<file path="config.mk">
export PLATFORM = sky130hd
export DESIGN_NAME = layer_handshake
export DESIGN_NICKNAME = d
export VERILOG_FILES = /design/src/rtl/layer_handshake.sv
export SDC_FILE = /design/constraint.sdc
export NUM_CORES = 1
export LEC_CHECK = 0
export BUFFER_PORTS_ARGS = -buffer_cell sky130_fd_sc_hd__buf_2
export CAP_MARGIN = 20
export CORE_AREA = 5 5 46 48
export CTS_CLUSTER_DIAMETER = 100
export DETAILED_ROUTE_END_ITERATION = 8
export DIE_AREA = 0 0 51 53
export MAX_ROUTING_LAYER = met4
export PLACE_DENSITY = 0.67
export RECOVER_POWER = 100
export SLEW_MARGIN = 30
export SYNTH_ARGS = -nofsm -noshare
export SYNTH_HDL_FRONTEND = slang
export SYNTH_SLANG_ARGS = --single-unit
</file>
<file path="constraint.sdc">
create_clock -name clk -period 2.1 [get_ports clk]
set_input_delay 0.105 -clock clk [delete_from_list [all_inputs] [get_ports clk]]
set_output_delay 0.105 -clock clk [all_outputs]
set_load 0.03 [all_outputs]
</file>
<file path="src/rtl/layer_handshake.sv">
module layer_handshake #(
  parameter int LAYERS = 3,
  parameter int NPL    = 4
) (
  input  logic                  clk,
  input  logic                  rst_n,
  input  logic                  new_in,
  input  logic [LAYERS*NPL-1:0] neu_exc,
  input  logic [LAYERS*NPL-1:0] neu_inh,
  output logic                  precharge,
  output logic [LAYERS-1:0]     layer_eval,
  output logic [LAYERS-1:0]     layer_done,
  output logic [LAYERS-1:0]     layer_err,
  output logic                  net_done
);
  localparam int NTOT = LAYERS * NPL;

  logic [NTOT-1:0]   decided;
  logic [NTOT-1:0]   both_hi;
  logic [LAYERS-1:0] all_fin;
  logic [LAYERS-1:0] clash;
  logic [LAYERS:0]   start_chain;

  assign decided = neu_exc | neu_inh;
  assign both_hi = neu_exc & neu_inh;

  for (genvar k = 0; k < LAYERS; k++) begin : g_layer
    assign all_fin[k] = &decided[k*NPL +: NPL];
    assign clash[k]   = |both_hi[k*NPL +: NPL];
  end

  // layer 0 starts after precharge; layer k+1 after layer k completes
  assign start_chain = {layer_done, precharge};

  always_ff @(posedge clk or negedge rst_n) begin
    if (!rst_n) begin
      precharge  <= 1'b0;
      layer_eval <= '0;
      layer_done <= '0;
      layer_err  <= '0;
    end else if (new_in) begin
      precharge  <= 1'b1;
      layer_eval <= '0;
      layer_done <= '0;
      layer_err  <= '0;
    end else begin
      precharge  <= 1'b0;
      layer_eval <= layer_eval | start_chain[LAYERS-1:0];
      layer_done <= layer_done | (layer_eval & all_fin);
      layer_err  <= layer_err  | (layer_eval & clash);
    end
  end

  assign net_done = layer_done[LAYERS-1];
endmodule


</file>
### After elaboration in Yosys (flattened, before gate mapping)

Cells that the tools add are included.

| storage, ports and cells | value |
|---|---|
| logic and storage cells | 21 |
| latch bits | 0 |
| output and inout bits | 11 |
| memories | 0 |
| memory bits (read-only) | 0 |
| register bits | 10 |
| bits in writable memories | 0 |

| cells by class | value |
|---|---|
| eq/ne operators | 0 |
| add/subtract/negate cells | 0 |
| multiplexer cells | 4 |
| divide/modulo/power cells | 0 |
| shift operators | 0 |
| $lt $le $gt $ge | 0 |
| multipliers | 0 |
| reduce and logical (&&, ||, !) cells | 6 |
| bitwise operators | 7 |

Operators with widths:

| cell | number |
|---|---|
| $and A12 B12 Y12 | 1 |
| $or A12 B12 Y12 | 1 |
| $reduce_and A4 Y1 | 3 |
| $reduce_or A4 Y1 | 3 |
| $mux W3 | 3 |
| $or A3 B3 Y3 | 3 |
| $and A3 B3 Y3 | 2 |
| $mux W1 | 1 |

### Logic depth before layout (Yosys ltp)

| logic depth | value |
|---|---|
| depth after elaboration | 5 |
| depth in mapped cells | 3 |

### Least setup slack after synthesis

OpenSTA, ideal clock, no wires.

| timing | value |
|---|---|
| path kind | register to register |
| from | register layer_eval[2] |
| to | register layer_done[2] |
| setup time | 0.078 ns |
| stages on the path, launching flop included | 4 |
| data required time | 2.022 ns |
| slack | 0.964 ns |
| period minus slack after synthesis | 1.136 ns |
| path buffers | 0 |
| arrival | 1.058 ns |
| cell sequence | dfrtp_1 > o21ai_0 > or3_1 > a21oi_1 |

| between the ends | value |
|---|---|
| longest elaborated chain between the ends | 3 |

RTL lines:

| element | line | source |
|---|---|---|
| from (decl) | 11 | `output logic [LAYERS-1:0] layer_eval,` |
| from (signal assigned) | 48 | `layer_eval <= layer_eval \| start_chain[LAYERS-1:0];` |
| $and A3 B3 Y3 | 49 | `layer_done <= layer_done \| (layer_eval & all_fin);` |
| $or A3 B3 Y3 | 49 |  |
| $mux W3 | 41 | `end else if (new_in) begin` |
| to (signal assigned) | 49 |  |
| to (decl) | 12 | `output logic [LAYERS-1:0] layer_done,` |

No other way between the ends.

### Worst setup path in the final report

| timing | value |
|---|---|
| from | register layer_eval[0] |
| to | output layer_eval[0] |

No word-level cell between the ends.

==> metrics.txt <==
M1 wire length=485 um; pwr dens=624.3 nW/um2; CTS resizes=0; most frequent cells in the layout=buf_2 (24), clkbuf_1 (13), dfrtp_1 (10); DR vias/cell=4.935; complex-gate fraction of the synthesized area=between 20% and 30%; buffer and inverter count on the worst path=1; fin crit share=between 50% and 60%; TritonRoute pass-1 iters=4; Port Buf Inserts=37; Hold Crit Class=primary input to flop; LEAKAGE=0.3263 nW; drt total wl=1235 um; Syn-to-layout area delta=45.19%; critical path launch point type=flop; cell count after synthesis=51; syn nets=78; Comb power frac=roughly a fifth; Slew headroom=65.57%; routed wl met2=613 um; slowest CP cell=dfrtp_1; setup_tns=0 ps; utilization after layout=40.67%; final clock skew=6.098 ps; Max Used Layer=met4; clock power share=29.6%; met3 WL=125 um; Sequential Power Share=about 49%; Crit path required time=2000 ps; CTS H-Tree Depth=1; cts bufs inserted=3; status=finished, final reports clean; die height=53 um; FF-to-FF Start=layer_eval[0]; Clock transition at path regs=60 ps; Row Count=15; Post-Synth XOR/XNOR Area=0%; Vias=528; gr usage total=about a tenth; Synth Register Bits=10; commonest non-fill, non-tap cell in the layout=buf_2; Crit path max-delay family=flip-flops; Synth warnings=0; layout cells sized above 1=30.00%; Routed Antenna Nets=0; drt first-iter violations=3; first-pass GRT wire length=~1900 um; max-slew violations=0; clk root buf=clkbuf_4; Worst EP arrival=960 ps; Ports=38; largest net degree at the start of global routing=11; ANT cells=0; max capacitance violation total=0; die width=51 um; Post-Syn Area per Cell=9.175 um2; VDD IR max=roughly 0.33 mV; maximum clock rate=934.9 MHz; Cell variety after synth=11; Initial Util=between 20% and 30%; post-synthesis adder-cell area fraction=0%; clk_lat worst skew=between 200 and 300 ps; final net count=119; Pint=305.5 uW; mux cell area share after synthesis=0%; Final setup viols=0; GP Congestion=0.6521; Hold Crit Start=new_in; synthesized area=467.9 um2; timing startpoint of the critical path=layer_eval[0]; Crit. End Element=output port; main combinational cell family by area after synthesis=compound AO/OA/AOI/OAI gates; setup repair after global routing missed its margin=false; Fin. Hold Viols=0; part of the Yosys area used for sequential elements=53.48%; clk buf depth=2; Avg WL per Cell=11.54 um; Psw=118.6 uW; initial antenna violation count=0; CTS tree=done; minimum clock period=1070 ps; DR DRC count=0; Critical Path, Cell by Cell=clkbuf_1; Worst Tran Pin Value=516.4 ps; vias in the first global route=472; Synth Area in Simple Gates=11.23%; Die Area=roughly 2700 um2; clock sinks=10; hold slack=156.1 ps; total grt overflow=0; maximum fanout along the worst path=4; sw frac=27.97%; Setup CP Type=flop to output port; core area=1670 um2; slowest stage delay, CP=roughly 380 ps
## cell families after synthesis
kind of cell	count (synthesis)
flip-flops	10
buffers and inverters	8
AO/OA/AOI/OAI	21
AND/OR/NAND/NOR	12
## flip-flops by register name, summed over array words and instances (netlist names)
name	cells
layer_done	3
precharge	1
layer_eval	3
layer_err	3
## final cells by class
| cell class | count | area, um2 |
|---|---|---|
| clock buffers | 3 | 22.52 |
| fillers | 182 | 991.0 |
| inverters | 6 | 22.52 |
| multi-input cells | 33 | 183.9 |
| flip-flops and latches | 10 | 250.2 |
| well taps | 17 | 21.27 |
| repair buffers | 38 | 178.9 |
## routing by layer
| layer | vias up | track usage [%] |
|---|---|---|
| met5 | - | - |
| met4 | 0 | 2.691 |
| met3 | 2 | 6.197 |
| met2 | 23 | 15.67 |
| met1 | 244 | 10.23 |
| li1 | 259 | - |
## timing repair
item,4_1_cts,5_1_grt
endpoints found under the setup margin,0,0
endpoints found under the hold margin,10,0
setup buffers,0,0
hold buffers,1,0
## power groups by stage
stage / Combinational (mW) / Sequential [mW] / Clock, mW
after global placement: 0.0925 / 0.212 / 0
after detailed placement: 0.0936 / 0.213 / 0
after CTS: 0.0953 / 0.209 / 0.134
after floorplan: 0.0265 / 0.232 / 0
final: 0.0896 / 0.209 / 0.125
after global routing: 0.0994 / 0.211 / 0.141
## metrics by stage
step           cell area, um2  instances  power [mW]  setup WS (ps)
6_report                679.4        107      0.4241           1030
5_1_grt                 679.4        107      0.4515          969.5
4_1_cts                 695.7        107      0.4384           1063
3_5_place_dp            663.1        103      0.3061           1076
3_3_place_gp            663.1        103      0.3046           1111
2_1_floorplan           467.9         51      0.2587          964.0
## synth_stat cells
cell       n  area, um2
a21oi_1    6      30.03
a22o_1     6      52.55
buf_4      1      7.510
clkbuf_1   1      3.750
dfrtp_1   10      250.2
inv_1      6      22.52
nor2_1     9      33.78
o21ai_0    3      15.01
o21ai_1    3      15.01
o22ai_1    3      18.77
or3_1      3      18.77
## path summary, 6_finish.rpt
check	to	slack, ps	cells past startpoint
max	layer_eval[0]	1030	1
min	precharge	160	1
max in group asynchronous	precharge	1430	2
min in group asynchronous	layer_err[2]	320	2
min reg2reg	layer_eval[0]	490	2
max reg2reg	layer_done[0]	1070	3
(Power assumes the default switching activity.)
